File: src/rtl/ilk_pkg.sv
package ilk_pkg;
   localparam int GRP_AUX   = 0;
   localparam int GRP_IDX   = 1;
   localparam int GRP_BLK   = 2;
   localparam int GRP_PAGE  = 3;
   localparam int GRP_SP    = 4;
   localparam int GRP_OTHER = 5;
   localparam int GRP_COUNT = 6;

   function automatic logic [GRP_COUNT-1:0] default_exempt();
      logic [GRP_COUNT-1:0] m;
      m = '0;
      m[GRP_IDX]  = 1'b1;
      m[GRP_BLK]  = 1'b1;
      m[GRP_PAGE] = 1'b1;
      return m;
   endfunction

   function automatic int stall_max(input int a, input int b);
      return (a > b) ? a : b;
   endfunction
endpackage

File: src/rtl/ilk_slot.sv
module ilk_slot #(
   parameter int NG = 6
) (
   input  logic          clk,
   input  logic          rst,
   input  logic          adv,
   input  logic          in_load,
   input  logic [NG-1:0] in_wr,
   input  logic [NG-1:0] in_rd,
   output logic          q_vld,
   output logic          q_load,
   output logic [NG-1:0] q_wr,
   output logic [NG-1:0] q_rd
);
   always_ff @(posedge clk) begin
      if (rst) begin
         q_vld  <= 1'b0;
         q_load <= 1'b0;
         q_wr   <= '0;
         q_rd   <= '0;
      end else if (adv) begin
         q_vld  <= 1'b1;
         q_load <= in_load;
         q_wr   <= in_wr;
         q_rd   <= in_rd;
      end else begin
         q_vld  <= 1'b0;
         q_load <= 1'b0;
         q_wr   <= '0;
         q_rd   <= '0;
      end
   end
endmodule

File: src/rtl/ilk_detect.sv
module ilk_detect #(
   parameter int          NG     = 6,
   parameter logic [NG-1:0] EXEMPT = '0,
   parameter bit          RD_EN  = 1'b1
) (
   input  logic          p_vld,
   input  logic          p_load,
   input  logic [NG-1:0] p_wr,
   input  logic [NG-1:0] p_rd,
   input  logic          c_vld,
   input  logic [NG-1:0] c_use,
   output logic          wr_hit,
   output logic          rd_hit
);
   logic [NG-1:0] wr_terms;
   logic [NG-1:0] rd_terms;

   for (genvar g = 0; g < NG; g++) begin : g_grp
      assign wr_terms[g] = p_wr[g] & c_use[g];
      if (EXEMPT[g] || !RD_EN) begin : g_exempt
         assign rd_terms[g] = 1'b0;
      end else begin : g_track
         assign rd_terms[g] = p_rd[g] & c_use[g];
      end
   end

   always_comb begin
      wr_hit = p_vld & c_vld & p_load & (|wr_terms);
      rd_hit = p_vld & c_vld & (|rd_terms);
   end
endmodule

File: src/rtl/ilk_counter.sv
module ilk_counter #(
   parameter int WR_STALL = 2,
   parameter int RD_STALL = 1,
   parameter int CW       = 2
) (
   input  logic clk,
   input  logic rst,
   input  logic wr_hit,
   input  logic rd_hit,
   output logic hold
);
   logic [CW-1:0] cnt_q;
   logic [CW-1:0] need;
   logic [CW-1:0] need_wr;
   logic [CW-1:0] need_rd;
   logic          idle;

   always_comb begin
      idle    = (cnt_q == '0);
      need_wr = wr_hit ? CW'(WR_STALL) : '0;
      need_rd = rd_hit ? CW'(RD_STALL) : '0;
      need    = (need_wr > need_rd) ? need_wr : need_rd;
      if (!idle) need = '0;
      hold    = !idle || (need != '0);
   end

   always_ff @(posedge clk) begin
      if (rst) begin
         cnt_q <= '0;
      end else if (!idle) begin
         cnt_q <= cnt_q - 1'b1;
      end else if (need != '0) begin
         cnt_q <= need - 1'b1;
      end
   end
endmodule

File: src/rtl/addr_reg_interlock.sv
module addr_reg_interlock
   import ilk_pkg::*;
#(
   parameter int              NG       = GRP_COUNT,
   parameter int              WR_STALL = 2,
   parameter int              RD_STALL = 1,
   parameter logic [NG-1:0]   EXEMPT   = NG'(default_exempt())
) (
   input  logic          clk,
   input  logic          rst,
   input  logic          dec_valid,
   input  logic [NG-1:0] dec_use_mask,
   input  logic          dec_wr_load,
   input  logic [NG-1:0] dec_wr_mask,
   input  logic [NG-1:0] dec_rd_mask,
   output logic          dec_hold,
   output logic          fetch_refetch,
   output logic          rd_nop_insert
);
   localparam int MAXS = stall_max(WR_STALL, RD_STALL);
   localparam int CW   = (MAXS < 2) ? 1 : $clog2(MAXS + 1);
   localparam bit RDEN = (RD_STALL > 0);

   initial begin
      if (NG < GRP_COUNT) $error("NG must cover all named groups");
      if (WR_STALL < 1)   $error("WR_STALL must be at least 1");
      if (RD_STALL < 0)   $error("RD_STALL must not be negative");
   end

   logic          adv;
   logic          slot_vld;
   logic          slot_load;
   logic [NG-1:0] slot_wr;
   logic [NG-1:0] slot_rd;
   logic          wr_hit;
   logic          rd_hit;
   logic          hold_i;

   assign adv = dec_valid && !hold_i;

   ilk_slot #(.NG(NG)) u_slot (
      .clk(clk), .rst(rst), .adv(adv),
      .in_load(dec_wr_load), .in_wr(dec_wr_mask), .in_rd(dec_rd_mask),
      .q_vld(slot_vld), .q_load(slot_load), .q_wr(slot_wr), .q_rd(slot_rd)
   );

   ilk_detect #(.NG(NG), .EXEMPT(EXEMPT), .RD_EN(RDEN)) u_det (
      .p_vld(slot_vld), .p_load(slot_load), .p_wr(slot_wr), .p_rd(slot_rd),
      .c_vld(dec_valid), .c_use(dec_use_mask),
      .wr_hit(wr_hit), .rd_hit(rd_hit)
   );

   ilk_counter #(.WR_STALL(WR_STALL), .RD_STALL(RD_STALL), .CW(CW)) u_cnt (
      .clk(clk), .rst(rst), .wr_hit(wr_hit), .rd_hit(rd_hit), .hold(hold_i)
   );

   assign dec_hold      = hold_i;
   assign fetch_refetch = hold_i;
   assign rd_nop_insert = hold_i;
endmodule

File: config.mk
export PLATFORM = sky130hd
export DESIGN_NAME = addr_reg_interlock
export DESIGN_NICKNAME = d
export VERILOG_FILES = /design/src/rtl/ilk_pkg.sv /design/src/rtl/ilk_slot.sv /design/src/rtl/ilk_detect.sv /design/src/rtl/ilk_counter.sv /design/src/rtl/addr_reg_interlock.sv
export SDC_FILE = /design/constraint.sdc
export NUM_CORES = 1
export LEC_CHECK = 0
export BUFFER_PORTS_ARGS = -buffer_cell sky130_fd_sc_hd__buf_2
export CORE_MARGIN = 2
export CORE_UTILIZATION = 39
export CTS_CLUSTER_DIAMETER = 100
export CTS_CLUSTER_SIZE = 20
export DETAILED_ROUTE_END_ITERATION = 10
export PLACE_DENSITY = 0.71
export SYNTH_ARGS = -nofsm -noshare
export SYNTH_HDL_FRONTEND = slang
export SYNTH_SLANG_ARGS = --single-unit
File: constraint.sdc
create_clock -name clk -period 1.4 [get_ports clk]
set_clock_uncertainty 0.2 [all_clocks]
set_input_delay 0 -clock clk [delete_from_list [all_inputs] [get_ports clk]]
set_output_delay 0 -clock clk [all_outputs]
set_load 0.005 [all_outputs]
==> flow_summary_export.csv, run 1 <==
group,metric,value,unit
logic_synthesis,ys_seq_area_frac,0.478,
logic_synthesis,synth_fa_ha_area_frac,0,
setup_path,crit_required,1.20,ns
logic_synthesis,yosysUniqueCellTypes,15,
sta,final_hold_viol_count,0,
logic_synthesis,yosysTopAreaCellShare,0.478,
placed_design,hpwl,806,microns
power_and_ir_drop,switching_power,0.000167,W
setup_path,arrival,1.53,ns
setup_path,r2r-start,"u_slot.q_rd[4]$_SDFF_PP0_",
global_route,grt_start_max_net_pins,12,
drt,drt-initial-drc-count,9,
power_and_ir_drop,leakage,0.350,nW
final_layout,register_area,260,sq um
final_layout,n_fill_cell,110,
logic_synthesis,yosys.area_share.xor_xnor,0,
floorplanning,chipHeight,41.4,microns
drt,vias,485,
drt,first_pass_iters,4,
logic_synthesis,synth_seq_cells,13,
sta,drv_slew,0,
logic_synthesis,synth_warnings,0,
logic_synthesis,synth_area_leaders,"dfxtp_1, nor3_2, nand2_1, buf_4, nor3b_1",
cts,cts_max_path_buffers,2,
hold_path,min_path_type,"in2reg",
drt,viasPerCell,4.66,
setup_path,crit_path_start_kind,"flip-flop",
floorplanning,start_util,0.418,
power_and_ir_drop,p_clk_frac,0.315,
drt,finalWirelength,1.25,mm
final_layout,design_area,847,sq um
logic_synthesis,synthTopCellsByCount,"dfxtp_1, nand2_1, nor3_2, buf_4, nor3b_1",
hold_path,hp-start,"dec_valid",
final_layout,multi_input_area,277,sq um
logic_synthesis,synth_top_area_cell,"dfxtp_1",
sta,hold-worst-slack,0.0273,ns
setup_path,startpoint,"u_slot.q_rd[4]$_SDFF_PP0_",
hold_path,min_to,"u_cnt.cnt_q[0]$_SDFFE_PP0P_",
setup_path,r2r_setup_slack,-0.05,ns
floorplanning,dieArea,0.00171,sq mm
sta,setup_violations,7,
placed_design,dp_slack,-0.0417,ns
power_and_ir_drop,p_int,0.000556,W
sta,period_share,1.23,
drt,drc,0,
logic_synthesis,synth_simple_gate_area_share,0.356,
setup_path,path_max_fanout,3,
logic_synthesis,synthMuxAreaShare,0,
setup_path,endpoint_kind,"primary output",
placed_design,gp_congestion,0.661,
setup_path,timing.rr.end,"u_slot.q_vld$_SDFF_PP0_",
power_and_ir_drop,p_sw_frac,0.231,
logic_synthesis,netlist_instances,53,
global_route,overflow,0,
outcome,status,"finished, violations left",
logic_synthesis,synth-edff-count,0,
logic_synthesis,synth_top_family_by_area,"simple AND/OR/NAND/NOR gates",
global_route,grt_antenna_before_repair,0,
sta,max-slew-margin-rel,0.767,
global_route,grt_first_pass_wirelength,1.95,mm
cts,cts-root-buf,"clkbuf_4",
placed_design,placed_cell_area,658,sq um
floorplanning,ios,25,
floorplanning,rows,13,
job,maxCapViolations,0,
final_layout,nets,112,
logic_synthesis,synthArstFlopShare,0,
setup_path,rr_worst_depth,5,
power_and_ir_drop,peakVddDrop,0.505,mV
power_and_ir_drop,cellPowerDensity,854,mW/mm^2
logic_synthesis,synth_compound_area_frac,0.0966,
placed_design,port_buffers,21,
sta,worst_slew_pin_slew,0.350,ns
outcome,violations,"negative setup slack",
final_layout,synthToLayoutAreaGrowth,55.6,%
sta,grt_setup_unrepaired,"yes",
cts,insertion_delay,0.28,ns
power_and_ir_drop,p_comb_frac,0.148,
power_and_ir_drop,power.share.sequential,0.538,
final_layout,num_antenna_cells,0,
cts,cts_buffers,3,
logic_synthesis,syn_nets,75,
power_and_ir_drop,total_power,0.000723,W
setup_path,critPathKind,"reg2out",
logic_synthesis,syn_avg_cell_area,10.3,sq um
sta,finalCriticalPeriod,1.73,ns
logic_synthesis,synth_ff_type,"dfxtp_1",
cts,clock_sinks,13,
global_route,grt_use_total,0.183,
sta,timing.fmax,579,MHz
cts,tritoncts,"built",
cts,htreeDepth,1,
final_layout,drive_gt1_frac,0.494,
drt,post_drt_wl_per_cell,12.0,microns
sta,setup_ws,-0.326,ns
logic_synthesis,yosysMostFrequentCell,"dfxtp_1",
global_route,grt_pass1_vias,499,
hold_path,whs_path_depth,4,
floorplanning,die_w,41.4,microns
logic_synthesis,netlist_area,544,sq um
sta,fin_tns_setup,-1.04,ns
cts,clkTransAtPathRegs,0.09,ns
floorplanning,core-area,0.00130,sq mm
drt,postRouteAntennaNets,0,
-- worst max-delay path: stages, from the launching register on --
cell and delay, ns:
dfxtp_1 0.31, a222oi_1 0.36, nor2_1 0.07, or3_4 0.37, buf_2 0.13
-- metal layers --
metal	up-vias	wire, microns	part of all wire	track usage
met2	16	613	0.49	0.297
met5	-	0	0	0
met3	2	69	0.055	0.0319
met4	0	7	0.0056	0.121
met1	213	561	0.45	0.220
li1	254	-	-	-
-- layout make-up --
| type | count | area share |
|---|---|---|
| Clock inverter | 1 | 0.00591 |
| Sequential cell | 13 | 0.307 |
| Multi-Input combinational cell | 35 | 0.326 |
| Tap cell | 15 | 0.0222 |
| Clock buffer | 3 | 0.0266 |
| Timing Repair Buffer | 37 | 0.312 |
-- stage by stage --
stage / util / std cells
finish: 0.651 / 104
global route: 0.651 / 104
CTS: 0.626 / 103
detailed placement: 0.506 / 87
global placement: 0.506 / 87
floorplan: - / 53
-- timing repair --
| action | 4_1_cts | 5_1_grt |
|---|---|---|
| setup endpoints to repair | 8 | 14 |
| endpoints found under the hold margin | 12 | 0 |
| hold buffers | 11 | 0 |
| gates resized for setup | 3 | 7 |
| setup buffers | 1 | 0 |
| pin swaps | 6 | 4 |
| gates cloned | 0 | 1 |
-- cell usage in the layout (no fill, tap or decap) --
cell type      instances
nor2_1                 2
or3_4                  1
dlygate4sd3_1         11
clkbuf_4               3
a22oi_1                2
a221oi_2               1
nor3_4                 3
buf_4                  2
nor3_2                 7
nor3b_2                1
buf_2                 21
a31oi_1                2
clkinv_2               1
buf_6                  3
nor2b_4                1
dfxtp_1               13
nor3b_1                2
a222oi_1               1
nand2_1               12
-- sequential cells by signal (all words and copies together) (netlist names) --
signal / flops
u_cnt.cnt_q: 2
u_slot.q_rd: 3
u_slot.q_vld: 1
u_slot.q_load: 1
u_slot.q_wr: 6
-- cells by family after synthesis --
group,after synthesis
flops,13
compound gates,6
buf+inv,5
simple gates,29
-- power groups by stage --
stage / Combinational, W / Sequential, W / Clock (W)
detailed placement: 0.0000697 / 0.000397 / 0
floorplan: 0.0000360 / 0.000396 / 0
finish: 0.000107 / 0.000389 / 0.000228
global route: 0.000117 / 0.000390 / 0.000256
global placement: 0.0000682 / 0.000397 / 0
CTS: 0.0000991 / 0.000389 / 0.000239
-- worst max-delay path by stage --
stage	end	slack (ns)	depth (start not counted)
3_5_place_dp	fetch_refetch	-0.04	4
4_1_cts	fetch_refetch	-0.35	4
3_3_place_gp	fetch_refetch	-0.02	4
5_1_grt	dec_hold	-0.41	4
6_report	fetch_refetch	-0.33	4
2_1_floorplan	fetch_refetch	0.001	4
No activity file was read; power rests on OpenSTA's default activity.
==> run 2: changes to the inputs <==
REMOVE_ABC_BUFFERS = 1   (was unset)
SETUP_SLACK_MARGIN = 0.2   (was unset)
==> run 2 against run 1 <==
Final area rose by 6.8%. Largest power group unchanged. Flip-flop and latch count did not move. Critical path depth did not move. Critical path type unchanged. Worst setup slack improved by 0.0012 ns. Routed wire length rose by 16%. Critical endpoint is now rd_nop_insert. The flow still finishes with violations (negative setup slack). Sequential share of layout area fell by 1.5 points. Power rose by 0.84%.
==> flow_summary_export.csv, run 2 (synthesized netlist as in run 1, its figures left out) <==
group,metric,value,unit
sta,setup_violations,11,
final_layout,nets,114,
setup_path,cp_cell_sequence,"a222oi_1 > nor2_1 > or3_1 > buf_2",
final_layout,regMostFlops,"u_slot.q_wr",
drt,drc,0,
final_layout,layout_common_cells,"buf_2, nand2_1, dlygate4sd3_1",
cts,clock_sinks,13,
global_route,grt_antenna_before_repair,0,
drt,first_pass_iters,4,
setup_path,arrival,1.52,ns
global_route,grt_first_pass_wirelength,1.95,mm
setup_path,crit_path_start_kind,"flip-flop",
floorplanning,core-area,0.00130,sq mm
floorplanning,start_util,0.418,
cts,cts-root-buf,"clkbuf_4",
global_route,grt_start_max_net_pins,12,
cts,tritoncts,"built",
final_layout,largest_reg_flops,6,
setup_path,slowest_delay,0.37,ns
placed_design,hpwl,824,microns
final_layout,utilization,0.695,
sta,timing.fmax,580,MHz
final_layout,num_antenna_cells,0,
cts,htreeDepth,1,
cts,clkTransAtPathRegs,0.08,ns
sta,period_share,1.23,
setup_path,crit_slowest_cell,"a222oi_1",
drt,vias,514,
outcome,status,"finished, violations left",
floorplanning,dieArea,0.00171,sq mm
sta,grt_setup_unrepaired,"yes",
placed_design,place_inst,88,
power_and_ir_drop,peakVddDrop,0.758,mV
sta,worst_slew_pin_slew,0.361,ns
floorplanning,die_w,41.4,microns
sta,hold-worst-slack,0.107,ns
drt,finalWirelength,1.45,mm
job,maxCapViolations,0,
final_layout,design_area,905,sq um
global_route,grt_pass1_vias,455,
final_layout,final_common_cell,"buf_2",
drt,post_drt_wl_per_cell,13.7,microns
placed_design,gp_congestion,0.688,
hold_path,min_path_type,"in2reg",
setup_path,crit_required,1.20,ns
setup_path,endpoint_kind,"primary output",
sta,drv_slew,0,
floorplanning,chipHeight,41.4,microns
sta,max-slew-margin-rel,0.759,
sta,final_hold_viol_count,0,
placed_design,port_buffers,21,
cts,cts_max_path_buffers,2,
sta,fin_tns_setup,-1.21,ns
outcome,violations,"negative setup slack",
final_layout,drive_gt1_frac,0.516,
placed_design,placed_cell_area,661,sq um
setup_path,critPathKind,"reg2out",
power_and_ir_drop,cellPowerDensity,806,mW/mm^2
setup_path,path_max_fanout,3,
power_and_ir_drop,leakage,0.372,nW
drt,drt-initial-drc-count,19,
final_layout,n_fill_cell,101,
drt,viasPerCell,4.85,
cts,insertion_delay,0.27,ns
cts,cts_buffers,3,
drt,postRouteAntennaNets,0,
final_layout,finalNonFillerCells,106,
sta,finalCriticalPeriod,1.72,ns
floorplanning,rows,13,
sta,setup_ws,-0.325,ns
final_layout,synthToLayoutAreaGrowth,66.2,%
floorplanning,ios,25,
final_layout,reg.largest.list,"u_slot.q_wr (6), u_slot.q_rd (3), u_cnt.cnt_q (2)",
global_route,grt_use_total,0.190,
global_route,overflow,0,
==> run 2: final timing paths <==
check	from	endpoint	slack, ns	cells after the start
worst min-delay path	dec_valid	u_slot.q_wr[4]$_SDFF_PP0_	0.11	5
worst max register to register	u_slot.q_wr[4]$_SDFF_PP0_	u_cnt.cnt_q[0]$_SDFFE_PP0P_	-0.06	5
worst max-delay path	u_slot.q_rd[4]$_SDFF_PP0_	rd_nop_insert	-0.32	4
worst min register to register	u_cnt.cnt_q[1]$_SDFFE_PP0P_	u_cnt.cnt_q[1]$_SDFFE_PP0P_	0.26	2
==> run 2: per-stage QoR <==
stage	power (W)	setup slack, ns
after floorplan	0.000427	-0.479
after global placement	0.000466	-0.00793
after detailed placement	0.000467	-0.0329
after CTS	0.000719	-0.308
after global routing	0.000773	-0.385
final	0.000729	-0.325
==> run 2: final cells by class <==
cell class | count | area [sq um] | share of cell area
sequential | 13 | 264 | 0.292
tap | 15 | 18.8 | 0.0207
multi-input combinational | 35 | 294 | 0.325
timing repair buffer | 39 | 302 | 0.333
clock buffer | 4 | 26.3 | 0.0290
==> run 2: routing by layer <==
metal,GRT usage,up-vias,part of all wire
met5,0,-,0
met4,0.121,0,0.0097
met3,0.0532,2,0.070
met2,0.324,23,0.52
met1,0.206,227,0.40
li1,-,262,-
==> run 2: what timing repair did <==
action / CTS / global route
hold endpoints to repair: 12 / 0
setup buffers: 1 / 0
cloned: 1 / 1
pin swaps: 12 / 4
endpoints found under the setup margin: 15 / 15
gates resized for setup: 6 / 11
hold buffers: 11 / 0
==> run 2: critical path, delay by kind of cell (launching register included) <==
kind            cells  cell delay (ns)
compound gates      1             0.37
buf+inv             1             0.14
flops               1             0.30
simple gates        2             0.44
==> run 2: report_power, final <==
| group | internal, W | leakage (nW) | switching, W | total, W |
|---|---|---|---|---|
| Sequential | 0.000384 | 0.108 | 0.00000486 | 0.000389 |
| Combinational | 0.0000702 | 0.249 | 0.0000445 | 0.000115 |
| Clock | 0.000110 | 0.0150 | 0.000115 | 0.000226 |
